$ cat src/rtl/tpwm_pkg.sv
package tpwm_pkg;

    localparam int CNT_W   = 8;
    localparam int RES_N   = 4;
    localparam int RSEL_W  = $clog2(RES_N);

    typedef enum logic [RSEL_W-1:0] {
        RES_256 = 2'd0,
        RES_64  = 2'd1,
        RES_32  = 2'd2,
        RES_16  = 2'd3
    } res_e;

    function automatic int res_bits(input logic [RSEL_W-1:0] sel);
        int w;
        case (res_e'(sel))
            RES_256: w = 8;
            RES_64:  w = 6;
            RES_32:  w = 5;
            default: w = 4;
        endcase
        return w;
    endfunction

    function automatic logic [CNT_W-1:0] res_mask(input logic [RSEL_W-1:0] sel);
        return CNT_W'((1 << res_bits(sel)) - 1);
    endfunction

endpackage

$ cat src/rtl/tpwm_prescale.sv
module tpwm_prescale #(
    parameter int PRESC_W  = 10,
    parameter int RATE_W   = 3,
    parameter int NORM_TOP = 10,
    parameter int FAST_TOP = 7
) (
    input  logic              clk,
    input  logic              rst,
    input  logic              en,
    input  logic [RATE_W-1:0] rate,
    input  logic              fast,
    output logic              tick
);

    typedef struct packed {
        logic [PRESC_W-1:0] cnt;
    } presc_s;

    presc_s             st_d, st_q;
    logic [PRESC_W-1:0] limit;

    always_comb begin
        int e;
        e = fast ? (FAST_TOP - int'(rate)) : (NORM_TOP - int'(rate));
        if (e < 0) e = 0;
        if (e > PRESC_W) e = PRESC_W;
        limit = PRESC_W'((1 << e) - 1);

        tick = en && (st_q.cnt == limit);
        st_d = st_q;
        if (!en || tick) begin
            st_d.cnt = '0;
        end else begin
            st_d.cnt = st_q.cnt + PRESC_W'(1);
        end
    end

    always_ff @(posedge clk) begin
        if (rst) st_q <= '0;
        else     st_q <= st_d;
    end

    // the divider restarts from zero after any disabled cycle
    assert_prescale_idle_R9: assert property (@(posedge clk) disable iff (rst)
        !en |=> (st_q.cnt == '0));

    // a tick always starts a fresh division interval
    assert_tick_restart_R2: assert property (@(posedge clk) disable iff (rst)
        tick |=> (st_q.cnt == '0));

endmodule

$ cat src/rtl/tpwm_count.sv
module tpwm_count
    import tpwm_pkg::*;
(
    input  logic              clk,
    input  logic              rst,
    input  logic              tick,
    input  logic [RSEL_W-1:0] res_sel,
    output logic [CNT_W-1:0]  cnt_nxt,
    output logic [CNT_W-1:0]  mask,
    output logic              wrap
);

    typedef struct packed {
        logic [CNT_W-1:0] cnt;
    } count_s;

    count_s           st_d, st_q;
    logic [RES_N-1:0] lane_full;

    for (genvar g = 0; g < RES_N; g++) begin : g_lane
        localparam logic [CNT_W-1:0] LaneMask = res_mask(RSEL_W'(g));
        assign lane_full[g] = ((st_q.cnt & LaneMask) == LaneMask);
    end

    always_comb begin
        st_d     = st_q;
        if (tick) st_d.cnt = st_q.cnt + CNT_W'(1);
        cnt_nxt  = st_d.cnt;
        mask     = res_mask(res_sel);
        wrap     = tick && lane_full[res_sel];
    end

    always_ff @(posedge clk) begin
        if (rst) st_q <= '0;
        else     st_q <= st_d;
    end

    // each tick moves the counter forward by exactly one
    assert_count_step_R3: assert property (@(posedge clk) disable iff (rst)
        tick |=> (st_q.cnt == $past(st_q.cnt) + CNT_W'(1)));

    // without a tick the counter value is frozen
    assert_count_hold_R9: assert property (@(posedge clk) disable iff (rst)
        !tick |=> $stable(st_q.cnt));

endmodule

$ cat src/rtl/tpwm_outstage.sv
module tpwm_outstage
    import tpwm_pkg::*;
(
    input  logic             clk,
    input  logic             rst,
    input  logic             en,
    input  logic             tick,
    input  logic             wrap,
    input  logic [CNT_W-1:0] cnt_nxt,
    input  logic [CNT_W-1:0] mask,
    input  logic             duty_we,
    input  logic [CNT_W-1:0] duty_wdata,
    output logic             pwm_q,
    output logic             ovf_q
);

    typedef struct packed {
        logic [CNT_W-1:0] shadow;
        logic [CNT_W-1:0] active;
        logic             pwm;
        logic             ovf;
    } out_s;

    out_s             st_d, st_q;
    logic [CNT_W-1:0] eff;
    logic             match;

    always_comb begin
        st_d = st_q;
        if (duty_we) st_d.shadow = duty_wdata;

        eff         = wrap ? st_q.shadow : st_q.active;
        st_d.active = eff;
        match       = tick && (((cnt_nxt ^ eff) & mask) == '0);

        if (!en)       st_d.pwm = 1'b0;
        else if (match) st_d.pwm = 1'b0;
        else if (wrap)  st_d.pwm = 1'b1;

        st_d.ovf = wrap;
    end

    always_ff @(posedge clk) begin
        if (rst) st_q <= '0;
        else     st_q <= st_d;
    end

    assign pwm_q = st_q.pwm;
    assign ovf_q = st_q.ovf;

    // a zero compare value loaded at wrap leaves the output low
    assert_clear_wins_R6: assert property (@(posedge clk) disable iff (rst)
        (wrap && ((st_q.shadow & mask) == '0)) |=> !pwm_q);

    // the output rises only together with the wrap pulse
    assert_rise_at_wrap_R4: assert property (@(posedge clk) disable iff (rst)
        $rose(pwm_q) |-> ovf_q);

    // disabling forces the output low on the next edge
    assert_idle_low_R9: assert property (@(posedge clk) disable iff (rst)
        !en |=> (!pwm_q && !ovf_q));

    // the active compare value only changes at a wrap
    assert_active_on_wrap_R8: assert property (@(posedge clk) disable iff (rst)
        !wrap |=> $stable(st_q.active));

endmodule

$ cat src/rtl/tpwm_gen.sv
module tpwm_gen
    import tpwm_pkg::*;
#(
    parameter int PRESC_W = 10,
    parameter int RATE_W  = 3
) (
    input  logic              clk,
    input  logic              rst,
    input  logic              en,
    input  logic [RATE_W-1:0] rate,
    input  logic              fast,
    input  logic [1:0]        res_sel,
    input  logic              duty_we,
    input  logic [7:0]        duty_wdata,
    output logic              pwm_out,
    output logic              ovf_pulse
);

    logic             tick;
    logic             wrap;
    logic [CNT_W-1:0] cnt_nxt;
    logic [CNT_W-1:0] mask;

    tpwm_prescale #(
        .PRESC_W (PRESC_W),
        .RATE_W  (RATE_W)
    ) u_presc (
        .clk  (clk),
        .rst  (rst),
        .en   (en),
        .rate (rate),
        .fast (fast),
        .tick (tick)
    );

    tpwm_count u_count (
        .clk     (clk),
        .rst     (rst),
        .tick    (tick),
        .res_sel (res_sel),
        .cnt_nxt (cnt_nxt),
        .mask    (mask),
        .wrap    (wrap)
    );

    tpwm_outstage u_out (
        .clk        (clk),
        .rst        (rst),
        .en         (en),
        .tick       (tick),
        .wrap       (wrap),
        .cnt_nxt    (cnt_nxt),
        .mask       (mask),
        .duty_we    (duty_we),
        .duty_wdata (duty_wdata),
        .pwm_q      (pwm_out),
        .ovf_q      (ovf_pulse)
    );

    // reset leaves both outputs low
    assert_reset_state_R1: assert property (@(posedge clk)
        rst |=> (!pwm_out && !ovf_pulse));

    // a wrap pulse never lasts more than one clock
    assert_ovf_single_R3: assert property (@(posedge clk) disable iff (rst)
        ovf_pulse |=> !ovf_pulse);

endmodule

$ cat config.mk
export PLATFORM = sky130hd
export DESIGN_NAME = tpwm_gen
export DESIGN_NICKNAME = d
export VERILOG_FILES = /design/src/rtl/tpwm_pkg.sv /design/src/rtl/tpwm_prescale.sv /design/src/rtl/tpwm_count.sv /design/src/rtl/tpwm_outstage.sv /design/src/rtl/tpwm_gen.sv
export SDC_FILE = /design/constraint.sdc
export NUM_CORES = 1
export LEC_CHECK = 0
export BUFFER_PORTS_ARGS = -buffer_cell sky130_fd_sc_hd__buf_2
export CORE_MARGIN = 1.5
export CORE_UTILIZATION = 36
export DETAILED_ROUTE_END_ITERATION = 10
export SLEW_MARGIN = 25
export SYNTH_ARGS = -nofsm -noshare
export SYNTH_HDL_FRONTEND = slang
export SYNTH_SLANG_ARGS = --single-unit
export TNS_END_PERCENT = 30
$ cat constraint.sdc
create_clock -name clk -period 4.3 [get_ports clk]
set_input_delay 0.86 -clock clk [delete_from_list [all_inputs] [get_ports clk]]
set_output_delay 0.86 -clock clk [all_outputs]
set_load 0.01 [all_outputs]
==> metrics.cfg <==
[routing]
avgViaCountPerCell = 5.33
ant_nets = 0
drt-total-wl_mm = 4.92
drt_iter0_drc = 133
drt_pass1_iterations = 4
vias = 1918
remaining_drc_errors = 0
post_drt_wl_per_cell_um = 13.7

[sta]
rsz0062_at_grt = false
hold_slack_ps = 501
fin_tns_setup_ps = 0
tightest_slew_ps = 500
fin_worst_skew_ps = 10.9
fmax_ghz = 0.255
fin_crit_ps = 3910
timing.final.max_slew_violations = 0
period_share_pct = 91.0
slew_headroom_pct = 66.7
finalHoldViolCount = 0
setup_viol = 0

[global_routing]
grt_pass1_vias = 1834
grt_max_degree = 27
grt_first_pass_wirelength_mm = 8.54
grt_usage_pct = 16.5
grt-ovfl-total = 0
antenna_found_initial = 0

[critical_path]
start_kind = input port
arrival_ps = 4160
reg2reg_slack_ps = 1290
r2r_cells = 11
cp_max_fo = 6
required_ps = 4550
crit_type = input port to flop
crit_path_end_kind = flop

[clocking]
htree_levels = 2
clock_path_buffers = 2
tritoncts = done
path_clk_slew_ps = 80
clock-root-buffer = clkbuf_8
cts.repair.resized = 0
ctsHoldBuffers = 0
cts_inserted_buffers = 5
clk_latency_ps = 300
cts_setup_buffers = 0
clock_sinks = 36

[logic_synthesis]
synth_top_area_share_pct = 31.9
ys_ff_latch = 36
syn_area_sq_mm = 0.00226
synth.distinct_cells = 50
ys_top_cells_by_area = dfxtp_1 (32%), mux2i_1 (10%), nor2_1 (6.5%)
yosysTopAreaCell = dfxtp_1
seq_area_frac_synth_pct = 31.9
synth.avg_cell_area_sq_um = 8.47
synth.net_count = 290
netlist_instances = 267
yosysWarnings = 0

[floorplan]
rows = 28
start_util_pct = 37.7
die_x_um = 82.3
ioPinCount = 20
die_y_um = 82.3
fp.coreArea_sq_mm = 0.00599
dieArea_sq_mm = 0.00677

[min_path]
hold_class = flop to flop
hold-path-cell-count = 2

[job]
cap_violations = 0

[final_layout]
num_antenna_cells = 0
area_growth_pct = 11.1
drive_gt1_share_pct = 14.0
final_nets = 307

[pwr]
ir_worst_vdd_mv = 0.175
power.leakage_nw = 0.968
cellPowerDensity_mw_per_mm2 = 268

[placed_design]
place.gp.congestion = 0.890
io_buffers = 19
hpwl_mm = 3.68

[status]
status = complete, no violations

worst paths after layout:
kind                                 endpoint       startpoint
worst max register to register    u_out.pwm_q  u_count.st_q[0]
worst min-delay path            u_out.st_q[6]    u_out.st_q[6]
worst max-delay path              u_out.pwm_q          rate[0]
worst min register to register  u_out.st_q[6]    u_out.st_q[6]
routing by layer:
layer | wire length [um] | GRT usage, % | vias up
met5 | 0 | 0 | -
li1 | - | - | 986
met1 | 2610 | 22.7 | 887
met4 | 65 | 6.10 | 0
met3 | 227 | 4.40 | 7
met2 | 2020 | 24.6 | 38
per-stage QoR:
stage | area [sq um] | util (%) | setup WS (ps) | power, mW | instances
finish | 2510 | 41.9 | 385 | 0.673 | 360
detailed placement | 2420 | 40.4 | 126 | 0.429 | 352
CTS | 2510 | 41.9 | 412 | 0.680 | 360
global route | 2510 | 41.9 | 106 | 0.708 | 360
floorplan | 2260 | - | 188 | 0.407 | 267
global placement | 2420 | 40.4 | 213 | 0.428 | 352
cell families (layout without fill, tap and decap cells):
kind of cell	count (synthesis)	count (layout)	share of synthesized area, %
AO/OA/AOI/OAI	45	45	13.1
multiplexers	27	27	12.3
AND/OR/NAND/NOR	109	109	25.6
buffers and inverters	18	36	3.87
XOR/XNOR	27	27	10.5
adder cells (fa/ha/maj)	5	5	2.77
flip-flops	36	36	31.9
sequential cells by signal (all words and copies together), names as in the netlist:
signal and flops:
u_presc.st_q 10, u_out.pwm_q 1, u_out.st_q 16, u_count.st_q 8
u_out.ovf_q 1
Yosys cell counts, drive strengths merged:
master,n
nand2b,5
a211oi,2
nor4,2
o2111ai,1
o21ai,13
nand4,5
and4,3
inv,3
and3,7
nand2,13
nor4b,1
or3,5
nand3b,3
a21o,1
nand3,12
and3b,2
o211a,1
and2,4
dfxtp,36
o211ai,1
o31a,1
xor2,13
xnor2,14
a21oi,9
o2bb2ai,1
nor2,39
clkbuf,9
a22oi,1
mux2i,23
o221ai,2
or4,1
buf,6
a41oi,3
ha,5
o31ai,1
a31oi,3
nor4bb,2
o21a,1
mux2,4
nor3b,2
a21boi,2
o21ba,1
nor2b,3
a221o,1
power by group:
part	switching (mW)	leakage, nW	total (mW)	internal (mW)
clock	0.136	0.0404	0.251	0.115
combinational	0.0440	0.635	0.0776	0.0336
sequential	0.00570	0.292	0.344	0.338
total	0.186	0.968	0.673	0.487
cell usage in the layout, fill, tap and decap left out, drive strengths merged, types with 2 or more instances in the layout:
master / instances
nor2: 39
nand2: 13
clkinvlp: 2
nor3b: 2
nand2b: 5
xor2: 13
buf: 25
clkbuf: 5
ha: 5
nand4: 5
nor2b: 3
a41oi: 3
xnor2: 14
o21ai: 13
and3: 7
nor4bb: 2
nand3: 12
o221ai: 2
and3b: 2
a21boi: 2
mux2: 4
dfxtp: 36
mux2i: 23
or3: 5
a31oi: 3
and2: 4
a21oi: 9
a211oi: 2
nor4: 2
inv: 3
nand3b: 3
and4: 3
area by class of cell:
cell class / instances / area, sq um
clock buffer: 5 / 68.8
multi-input combinational: 213 / 1450
timing repair buffer: 25 / 140
clock inverter: 3 / 23.8
sequential: 36 / 721
fill: 607 / 3480
tap: 75 / 93.8
inverter: 3 / 11.3
critical path, stage by stage:
cell      delay, ps
buf_2           110
ha_1            380
nor4bb_1        310
o21ai_1         150
ha_1            280
xnor2_1         220
o21ai_0         110
a21oi_1         110
nor4b_2         250
and4_4          290
and2_4          170
mux2_4          300
or3_1           310
a31oi_1         170
o21ba_1         140
Note: power is estimated with default switching activity, not from simulation.
